--- src/rtl/ctl_ep_pkg.sv ---
package ctl_ep_pkg;

  localparam int KIND_W = 3;
  localparam int CODE_W = 3;

  localparam logic [KIND_W-1:0] TK_SETUP = 3'd0;
  localparam logic [KIND_W-1:0] TK_IN    = 3'd1;
  localparam logic [KIND_W-1:0] TK_OUT   = 3'd2;
  localparam logic [KIND_W-1:0] TK_PING  = 3'd3;

  typedef enum logic [CODE_W-1:0] {
    HS_NONE  = 3'd0,
    HS_ACK   = 3'd1,
    HS_NAK   = 3'd2,
    HS_NYET  = 3'd3,
    HS_STALL = 3'd4,
    HS_TX    = 3'd5,
    HS_BSERR = 3'd6
  } hs_e;

  typedef struct packed {
    logic armed;
    logic halted;
    logic pend;
  } ep_state_t;

  typedef struct packed {
    hs_e  code;
    logic syserr;
  } resp_t;

  // Response for a data token (IN/OUT/PING) once the endpoint is known to
  // be armed, not halted and not locked out.
  function automatic hs_e data_resp(input logic [KIND_W-1:0] kind,
                                    input logic unf, input logic ovf,
                                    input logic more);
    hs_e r;
    case (kind)
      TK_IN:   r = unf ? HS_BSERR : HS_TX;
      TK_OUT:  r = ovf ? HS_NAK : (more ? HS_ACK : HS_NYET);
      TK_PING: r = HS_ACK;
      default: r = HS_NONE;
    endcase
    return r;
  endfunction

  // Full response selection; SETUP overrides, then halt, then lockout/unarmed.
  function automatic resp_t choose_resp(input logic [KIND_W-1:0] kind,
                                        input ep_state_t st,
                                        input logic unf, input logic ovf,
                                        input logic more);
    resp_t r;
    r.code   = HS_NONE;
    r.syserr = 1'b0;
    if (kind == TK_SETUP) begin
      if (ovf) r.syserr = 1'b1;
      else     r.code   = HS_ACK;
    end else if (kind == TK_IN || kind == TK_OUT || kind == TK_PING) begin
      if (st.halted)                r.code = HS_STALL;
      else if (st.pend || !st.armed) r.code = HS_NAK;
      else                          r.code = data_resp(kind, unf, ovf, more);
    end
    return r;
  endfunction

endpackage

--- src/rtl/ctl_ep_decide.sv ---
module ctl_ep_decide
  import ctl_ep_pkg::*;
(
  input  logic              tok_valid,
  input  logic [KIND_W-1:0] tok_kind,
  input  ep_state_t         st,
  input  logic              tx_unf,
  input  logic              rx_ovf,
  input  logic              more_pkts,
  output resp_t             resp,
  output logic              setup_take
);
  always_comb begin
    resp       = choose_resp(tok_kind, st, tx_unf, rx_ovf, more_pkts);
    setup_take = tok_valid && (tok_kind == TK_SETUP) && !rx_ovf;
  end
endmodule

--- src/rtl/ctl_ep_state.sv ---
module ctl_ep_state
  import ctl_ep_pkg::*;
(
  input  logic      clk,
  input  logic      rst_n,
  input  logic      setup_take,
  input  logic      arm_req,
  input  logic      halt_set,
  input  logic      halt_clr,
  input  logic      pend_clr,
  output ep_state_t st,
  output logic      arm_grant
);
  ep_state_t nxt;

  always_comb begin
    arm_grant = arm_req && !st.pend && !setup_take;
    nxt       = st;
    if (setup_take) begin
      nxt.armed  = 1'b0;
      nxt.halted = 1'b0;
      nxt.pend   = 1'b1;
    end else begin
      if (arm_grant)     nxt.armed  = 1'b1;
      if (halt_set)      nxt.halted = 1'b1;
      else if (halt_clr) nxt.halted = 1'b0;
      if (pend_clr)      nxt.pend   = 1'b0;
    end
  end

  always_ff @(posedge clk or negedge rst_n) begin
    if (!rst_n) st <= '0;
    else        st <= nxt;
  end
endmodule

--- src/rtl/ctl_ep_hs_reg.sv ---
module ctl_ep_hs_reg
  import ctl_ep_pkg::*;
(
  input  logic              clk,
  input  logic              rst_n,
  input  logic              tok_valid,
  input  resp_t             resp,
  output logic              hs_valid,
  output logic [CODE_W-1:0] hs_code,
  output logic              sys_err
);
  always_ff @(posedge clk or negedge rst_n) begin
    if (!rst_n) begin
      hs_valid <= 1'b0;
      hs_code  <= HS_NONE;
      sys_err  <= 1'b0;
    end else begin
      hs_valid <= tok_valid;
      hs_code  <= tok_valid ? resp.code : HS_NONE;
      sys_err  <= tok_valid && resp.syserr;
    end
  end
endmodule

--- src/rtl/ctl_ep_responder.sv ---
module ctl_ep_responder
  import ctl_ep_pkg::*;
(
  input  logic              clk,
  input  logic              rst_n,
  input  logic              tok_valid,
  input  logic [KIND_W-1:0] tok_kind,
  input  logic              tx_unf,
  input  logic              rx_ovf,
  input  logic              more_pkts,
  input  logic              arm_req,
  input  logic              halt_set,
  input  logic              halt_clr,
  input  logic              pend_clr,
  output logic              hs_valid,
  output logic [CODE_W-1:0] hs_code,
  output logic              sys_err,
  output logic              armed,
  output logic              halted,
  output logic              setup_pend
);
  ep_state_t st;
  resp_t     resp;
  logic      setup_take;
  logic      arm_grant;

  ctl_ep_decide u_decide (
    .tok_valid (tok_valid),
    .tok_kind  (tok_kind),
    .st        (st),
    .tx_unf    (tx_unf),
    .rx_ovf    (rx_ovf),
    .more_pkts (more_pkts),
    .resp      (resp),
    .setup_take(setup_take)
  );

  ctl_ep_state u_state (
    .clk       (clk),
    .rst_n     (rst_n),
    .setup_take(setup_take),
    .arm_req   (arm_req),
    .halt_set  (halt_set),
    .halt_clr  (halt_clr),
    .pend_clr  (pend_clr),
    .st        (st),
    .arm_grant (arm_grant)
  );

  ctl_ep_hs_reg u_hs (
    .clk      (clk),
    .rst_n    (rst_n),
    .tok_valid(tok_valid),
    .resp     (resp),
    .hs_valid (hs_valid),
    .hs_code  (hs_code),
    .sys_err  (sys_err)
  );

  assign armed      = st.armed;
  assign halted     = st.halted;
  assign setup_pend = st.pend;
endmodule

--- config.mk ---
export PLATFORM = sky130hd
export DESIGN_NAME = ctl_ep_responder
export DESIGN_NICKNAME = d
export VERILOG_FILES = /design/src/rtl/ctl_ep_pkg.sv /design/src/rtl/ctl_ep_decide.sv /design/src/rtl/ctl_ep_state.sv /design/src/rtl/ctl_ep_hs_reg.sv /design/src/rtl/ctl_ep_responder.sv
export SDC_FILE = /design/constraint.sdc
export NUM_CORES = 1
export LEC_CHECK = 0
export CORE_AREA = 8 8 45 47
export CTS_BUF_LIST = sky130_fd_sc_hd__clkbuf_8
export DETAILED_ROUTE_END_ITERATION = 8
export DIE_AREA = 0 0 53 55
export GPL_ROUTABILITY_DRIVEN = 0
export RECOVER_POWER = 50
export SYNTH_ARGS = -nofsm -noshare
export SYNTH_HDL_FRONTEND = slang
export SYNTH_SLANG_ARGS = --single-unit
--- constraint.sdc ---
create_clock -name clk -period 1.19 [get_ports clk]
set_clock_uncertainty 0.05 [all_clocks]
set_input_delay 0.238 -clock clk [delete_from_list [all_inputs] [get_ports clk]]
set_output_delay 0.238 -clock clk [all_outputs]
set_load 0.02 [all_outputs]
Word-level counts from Yosys, hierarchy flattened:

Cells that the tools add are included.

* flip-flop bits (word level): 8
* ROM bits: 0
* bits of input ports: 13
* memories: 0
* memory bits (writable): 0
* logic and storage cells: 42
* bits in latches: 0

* reduce and logical (&&, ||, !) cells: 16
* add/sub/neg operators: 0
* shift operators: 0
* bitwise gates (word level): 0
* $mul: 0
* muxes and demuxes: 17
* order comparisons: 0
* divide/modulo/power cells: 0
* eq/ne operators: 3

Operator list (count)
* 3-bit 2-to-1 mux: 7
* 3-bit one-hot mux with 3 select lines: 1
* 1-bit 2-to-1 mux: 7
* 3-bit by 2-bit equality test with 1-bit output, second input constant: 2
* 1-bit logical AND: 5
* 1-bit zero test: 4
* 2-bit 2-to-1 mux: 2
* 2-bit nonzero test: 2
* 3-bit by 1-bit equality test with 1-bit output, second input constant: 1
* 3-bit zero test: 1
* 1-bit logical OR: 3
* 3-bit nonzero test: 1

Logic depth before layout (Yosys ltp):

Gate-level depths: netlist of run 1.

* word-level depth: 8
* gate-level depth with buffers: 3
* mapped depth without buffers: 3

Cells and area by module:

Synthesis of run 1 repeated with hierarchy kept, for this count alone.

* cells, all modules: 37
* area, all modules: 391.6 um^2

Modules (own cells, without submodules)
* ctl_ep_hs_reg: cells each 9, area an instance 150.1 um^2, instances 1
* ctl_ep_state: cells each 12, area an instance 131.4 um^2, instances 1
* ctl_ep_decide: cells each 16, area an instance 110.1 um^2, instances 1

Worst setup path before layout of run 1:

OpenSTA, ideal clock, no wires.

* kind: register -> register
* from: reg, netlist name u_state.st[0]
* to: reg u_hs.hs_code[0]
* period minus slack after synthesis: 1.054 ns
* cell stages (with the launch flop): 3
* arrival time: 0.900 ns
* required time: 1.036 ns
* setup time: 0.104 ns
* path buffers: 0
* slack: 0.136 ns
* cell sequence: dfrtp_1 > nand2b_1 > o41ai_2

* cells in the longest elaborated chain, start to end: 6

Ends and longest elaborated chain
* 1-bit logical OR: line ctl_ep_pkg.sv:60 `else if (st.pend || !st.armed) r.code = HS_NAK;`
* 3-bit 2-to-1 mux: line ctl_ep_pkg.sv:60
* 3-bit 2-to-1 mux: line ctl_ep_pkg.sv:59 `if (st.halted) r.code = HS_STALL;`
* 3-bit 2-to-1 mux: line ctl_ep_pkg.sv:58 `end else if (kind == TK_IN || kind == TK_OUT || kind == TK_PING) begin`
* 3-bit 2-to-1 mux: line ctl_ep_pkg.sv:55 `if (kind == TK_SETUP) begin`
* 3-bit 2-to-1 mux: line ctl_ep_hs_reg.sv:19 `hs_code <= tok_valid ? resp.code : HS_NONE;`
* end signal: assignment: line ctl_ep_hs_reg.sv:19
* end: declaration: line ctl_ep_hs_reg.sv:9 `output logic [CODE_W-1:0] hs_code,`

Every way passes these cells.
A chain may end at the register's enable or synchronous reset.

Final worst setup path of run 1:

* from: reg u_hs.hs_code[0]
* to: out hs_code[0]

RTL lines
* end: declaration: line ctl_ep_responder.sv:16 `output logic [CODE_W-1:0] hs_code,`

No word-level cell between the ends.

==> run_results.csv, run 1 <==
group,metric,value,unit
sta,fin_hold_ws,0.237,ns
synth,ys_seq_area_share,52.8,%
setup_path,crit_buf_inv,1,
pwr,p_seq_share,38.1,%
sta,layout_min_cycle_time,1.17,ns
pwr,clock_power_share,43.8,%
setup_path,reg2reg_from,"u_state.st[0]",
setup_path,cp-endpoint,"hs_code[0]",
route,wl_per_cell,14.0,um
sta,finalSetupViolCount,0,
sta,setup_slack,0.0174,ns
global_route,grt_max_degree,9,
synth,synth-seq-cells,8,
route,routed_wl,1.08,mm
setup_path,cpPeakStageDelay,0.35,ns
synth,avgSynthCellArea,11.2,sq um
setup_path,r2r_slack,0.10,ns
sta,worst_pin_slew,0.370,ns
sta,final_hold_viol_count,0,
route,via_per_inst,4.39,
clock_tree,cts_tree,"yes",
sta,maxSlewViolCount,0,
setup_path,cp.depth,1,
placed_design,hpwl,827,um
route,vias,338,
setup_path,cp_cell_sequence,"dlygate4sd2_1",
global_route,grt_pass1_vias,362,
synth,syn-cell-area,379,sq um
clock_tree,clockBufferDepth,2,
sta,maxClockFrequency,0.853,GHz
placed_design,io_buffer_count,20,
layout,drive_gt1_share,29.5,%
route,detail-route-antenna-nets,0,
layout,fin_nets,76,
global_route,antenna_found_initial,0,
clock_tree,numCtsBuffers,3,
setup_path,cpLargestDelayFamily,"flip-flops",
floorplan,fp.dieW,53,um
layout,n_antenna_cell,0,
setup_path,worstSetupPathType,"reg -> out",
setup_path,path_max_fanout,1,
setup_path,required,0.90,ns
placed_design,dp_cells,74,
floorplan,pin_count,21,
synth,synth.distinct_cells,16,
synth,syn_nets,47,
sta,rsz0062_at_grt,"false",
route,drt-initial-drc-count,3,
global_route,track_usage,8.02,%
clock_tree,root_buffer,"clkbuf_8",
layout,design_area,677,sq um
placed_design,dpl_worst_slack,-0.353,ns
pwr,powerDensity,1120,nW/um^2
setup_path,crit_path_top_delay_cell,"dfrtp_1",
setup_path,crit_arrival,0.88,ns
run,cap_violations,0,
placed_design,placed_area,629,sq um
sta,fin_crit_sh,98.5,%
floorplan,coreArea,1380,sq um
layout,fin_util,48.9,%
layout,area_growth,78.5,%
setup_path,r2r_end,"u_hs.hs_code[0]",
clock_tree,ctsHoldBuffers,0,
layout,nFillCells,135,
outcome,outcome,"completed",
clock_tree,cts-htree-levels,1,
worst_hold_path,hold_path_depth,1,
synth,syn_inst,34,
floorplan,fp.dieH,55,um
sta,slew_headroom,75.3,%
route,drt-pass1-iter-count,3,
floorplan,start_util,27.4,%
clock_tree,cts_setup_buffers,0,
clock_tree,clock-sinks,8,
pwr,p_switching,180,uW
pwr,internal_power,577,uW
setup_path,worstSetupStartpoint,"u_hs.hs_code[0]",
pwr,comb_power_share,18.1,%
floorplan,core.rowCount,14,
global_route,grt_pass1_wl,1.69,mm
clock_tree,path_clk_slew,0.04,ns
pwr,max-vdd-ir-drop,0.486,mV
setup_path,start_kind,"register",
setup_path,end_kind,"primary output",
pwr,swShare,23.8,%
floorplan,die_area,2920,sq um
layout,fin_cells,77,
clock_tree,clkLatencyLatePin,0.23,ns
pwr,power_leakage,0.000311,uW
setup_path,r2r.worst_path.cells,3,
route,drc,0,
worst_hold_path,hold_class,"in -> reg",
global_route,grt_overflow,0,
synth,synth_warnings,0,
## per-layer routing
| layer | wire length (um) | GRT usage, % | vias to the layer above |
|---|---|---|---|
| li1 | - | - | 170 |
| met1 | 448 | 8.80 | 151 |
| met2 | 517 | 13.1 | 15 |
| met3 | 102 | 1.87 | 2 |
| met4 | 14 | 6.47 | 0 |
| met5 | 0 | 0 | - |
## worst register-to-register path, stage by stage (launching register included)
cell and delay (ns):
dfrtp_1 0.37, buf_4 0.14, nand2b_4 0.14, o41ai_2 0.30
## logic make-up after synthesis
kind of cell | Yosys count | share of synthesized area, %
AO/OA/AOI/OAI | 8 | 17.8
buffers and inverters | 2 | 1.98
flip-flops | 8 | 52.8
AND/OR/NAND/NOR | 16 | 27.4
## how the worst min path moves through the flow
stage	from	to	slack (ns)
finish	tok_valid	u_hs.hs_valid	0.24
global route	tok_valid	u_hs.hs_valid	0.24
CTS	tok_valid	u_hs.hs_valid	0.24
detailed placement	rst_n	u_hs.hs_code[1]	0.49
global placement	rst_n	u_hs.hs_code[0]	0.49
floorplan	rst_n	u_hs.hs_code[0]	-0.11
## stage by stage
step / setup TNS (ns) / total power [uW]
final: 0 / 757
after global routing: 0 / 788
after CTS: 0 / 755
after detailed placement: -2.26 / 435
after global placement: -2.12 / 434
after floorplan: 0 / 342
## area by class of cell
type | instances | area (sq um) | share of cell area, %
Sequential cell | 8 | 200 | 29.6
Tap cell | 16 | 20.0 | 2.96
Inverter | 2 | 7.51 | 1.11
Timing Repair Buffer | 24 | 221 | 32.7
Multi-Input combinational cell | 24 | 186 | 27.5
Clock buffer | 3 | 41.3 | 6.10
## cell usage in the layout (no fill, tap or decap)
cell / count
clkbuf_2: 1
clkdlybuf4s15_2: 2
nand2b_4: 1
a211oi_2: 1
and2b_1: 1
buf_4: 4
o21ba_2: 1
inv_1: 2
clkbuf_8: 3
dlygate4sd3_1: 1
and4bb_1: 1
and2_2: 1
dfrtp_1: 8
nor4b_2: 1
nor2b_4: 1
nand3_1: 1
clkdlybuf4s15_1: 4
clkdlybuf4s50_1: 7
a21oi_1: 3
nor2b_1: 1
dlygate4sd2_1: 5
o21ai_2: 1
nor2_1: 5
nand2b_1: 3
o21ai_0: 1
o41ai_2: 1
## registers in the layout, indices dropped and copies added (netlist names)
register,cells
u_hs.sys_err,1
u_hs.hs_valid,1
u_state.st,3
u_hs.hs_code,3
## Yosys cell counts (all sizes together)
library cell	count	area, sq um
dfrtp	8	200
o21ba	1	10.0
nor2	5	18.8
and2b	1	7.51
nand2b	4	25.0
nor4b	1	15.0
o21ai	2	13.8
nor2b	2	12.5
a21oi	3	15.0
inv	2	7.51
a211oi	1	12.5
o41ai	1	16.3
nand3	1	5.00
and2	1	7.51
and4bb	1	12.5
## power by group through the flow
stage / registers (uW) / logic (uW) / clock network, uW
2_1_floorplan: 310 / 32.0 / 0
3_3_place_gp: 292 / 142 / 0
3_5_place_dp: 293 / 142 / 0
4_1_cts: 289 / 135 / 331
5_1_grt: 290 / 149 / 349
6_report: 288 / 137 / 332
## repair_timing
item | CTS | global route
resized for setup | 20 | 5
setup endpoints to repair | 14 | 6
pin swaps | 2 | 1
No activity file was read; power rests on OpenSTA's default activity.
==> run 2, diff against run 1 <==
--- a/config.mk
+++ b/config.mk
@@ -11,6 +11,7 @@
 export DIE_AREA = 0 0 53 55
 export GPL_ROUTABILITY_DRIVEN = 0
 export RECOVER_POWER = 50
+export SLEW_MARGIN = 30
 export SYNTH_ARGS = -nofsm -noshare
 export SYNTH_HDL_FRONTEND = slang
 export SYNTH_SLANG_ARGS = --single-unit
==> results of run 2 <==
Final layout, timing and power as in run 1 (identical DEF).
==> run 3, diff against run 2 <==
--- a/config.mk
+++ b/config.mk
@@ -5,10 +5,10 @@
 export SDC_FILE = /design/constraint.sdc
 export NUM_CORES = 1
 export LEC_CHECK = 0
-export CORE_AREA = 8 8 45 47
+export CORE_AREA = 2 2 39 41
 export CTS_BUF_LIST = sky130_fd_sc_hd__clkbuf_8
 export DETAILED_ROUTE_END_ITERATION = 8
-export DIE_AREA = 0 0 53 55
+export DIE_AREA = 0 0 41 43
 export GPL_ROUTABILITY_DRIVEN = 0
 export RECOVER_POWER = 50
 export SLEW_MARGIN = 30
==> run_results.csv, run 3 (same netlist as run 1, synthesis figures left out) <==
group,metric,value,unit
global_route,grt_overflow,0,
clock_tree,clock-sinks,8,
floorplan,start_util,27.4,%
route,detail-route-antenna-nets,0,
sta,maxSlewViolCount,0,
setup_path,path_max_fanout,1,
setup_path,cp_cell_sequence,"clkdlybuf4s15_1",
floorplan,core.rowCount,14,
route,wl_per_cell,11.4,um
global_route,grt_max_degree,9,
sta,layout_min_cycle_time,1.15,ns
layout,design_area,672,sq um
placed_design,io_buffer_count,20,
worst_hold_path,hold_path_depth,1,
worst_hold_path,hp-start,"tok_valid",
sta,fin_hold_ws,0.291,ns
pwr,power_leakage,0.000312,uW
clock_tree,cts_setup_buffers,0,
clock_tree,ctsHoldBuffers,0,
setup_path,reg2reg_from,"u_state.st[0]",
floorplan,fp.dieH,43,um
sta,final_hold_viol_count,0,
clock_tree,cts_tree,"yes",
setup_path,worstSetupPathType,"reg -> out",
setup_path,r2r.worst_path.cells,3,
sta,rsz0062_at_grt,"false",
setup_path,crit_buf_inv,1,
layout,nFillCells,155,
sta,fin_crit_sh,96.5,%
pwr,max-vdd-ir-drop,0.668,mV
sta,maxClockFrequency,0.871,GHz
layout,final_cell_mix,"8 x dfrtp_1, 7 x clkdlybuf4s50_1, 5 x nor2_1, 5 x buf_4",
worst_hold_path,min_to,"u_hs.hs_valid",
layout,n_antenna_cell,0,
route,drc,0,
layout,reg_top3,"u_hs.hs_code (3), u_state.st (3)",
placed_design,placed_area,637,sq um
layout,area_growth,77.2,%
setup_path,cpPeakStageDelay,0.35,ns
setup_path,required,0.90,ns
placed_design,hpwl,686,um
layout,layout_commonest_cell,"dfrtp_1",
clock_tree,path_clk_slew,0.04,ns
clock_tree,root_buffer,"clkbuf_8",
global_route,antenna_found_initial,0,
setup_path,crit_arrival,0.86,ns
sta,worst_pin_slew,0.357,ns
setup_path,r2r_slack,0.08,ns
route,drt-initial-drc-count,3,
clock_tree,clkLatencyLatePin,0.23,ns
sta,slew_headroom,76.1,%
global_route,grt_pass1_vias,337,
route,via_per_inst,4.54,
floorplan,coreArea,1380,sq um
sta,finalSetupViolCount,0,
layout,fin_nets,77,
setup_path,crit_path_top_delay_cell,"dfrtp_1",
route,routed_wl,887,um
worst_hold_path,hold_class,"in -> reg",
clock_tree,numCtsBuffers,3,
global_route,grt_pass1_wl,1.40,mm
route,drt-pass1-iter-count,4,
outcome,outcome,"completed",
floorplan,die_area,1760,sq um
clock_tree,cts-htree-levels,1,
floorplan,pin_count,21,
pwr,powerDensity,1110,nW/um^2
run,cap_violations,0,
setup_path,end_kind,"primary output",
global_route,track_usage,12.7,%
setup_path,cpLargestDelayFamily,"flip-flops",
layout,drive_gt1_share,32.3,%
floorplan,fp.dieW,41,um
clock_tree,clockBufferDepth,2,
setup_path,start_kind,"register",
route,vias,354,
setup_path,r2r_end,"u_hs.hs_code[0]",
==> run 3: cell type report <==
class | instances | area [sq um] | area share (%)
tap | 16 | 20.0 | 2.98
multi-input combinational | 24 | 188 | 27.9
clock buffer | 3 | 41.3 | 6.15
timing repair buffer | 25 | 215 | 32.0
sequential | 8 | 200 | 29.8
inverter | 2 | 7.51 | 1.12
==> run 3: layer usage <==
metal	wire length, um	global-route usage, %	up-vias
met5	0	0	-
met3	63	6.28	4
met2	437	17.5	18
met4	35	10.0	0
li1	-	-	173
met1	350	14.0	159
==> run 3: per-stage QoR <==
| step | instances | setup TNS, ns | util [%] | power [uW] | worst slack, ns |
|---|---|---|---|---|---|
| 3_5_place_dp | 75 | -2.06 | 46.0 | 436 | -0.342 |
| 3_3_place_gp | 75 | -2.02 | 46.0 | 435 | -0.327 |
| 5_1_grt | 78 | 0 | 48.6 | 793 | 0.00342 |
| 4_1_cts | 78 | 0 | 48.7 | 757 | 0.00267 |
| 6_report | 78 | 0 | 48.6 | 749 | 0.0415 |
| 2_1_floorplan | 34 | 0 | - | 342 | 0.136 |
==> run 3: worst max-delay path by stage <==
stage	startpoint	end	slack, ns	cells past startpoint
2_1_floorplan	u_state.st[0]	u_hs.hs_code[0]	0.14	2
3_3_place_gp	tok_kind[1]	u_state.st[2]	-0.33	4
3_5_place_dp	tok_kind[1]	u_state.st[2]	-0.34	4
4_1_cts	u_hs.hs_valid	hs_valid	0.003	1
5_1_grt	u_hs.sys_err	sys_err	0.003	1
6_report	u_hs.hs_code[2]	hs_code[2]	0.04	1
==> run 3: what timing repair did <==
item	4_1_cts	5_1_grt
gates resized for setup	18	10
endpoints found under the setup margin	14	11
pin swaps	1	1
cloned	0	0
hold endpoints to repair	0	0
==> run 3: where the power goes <==
part	internal, uW	switching [uW]	total, uW
sequential	285	4.18	289
clock	219	105	324
combinational	73.2	63.0	136
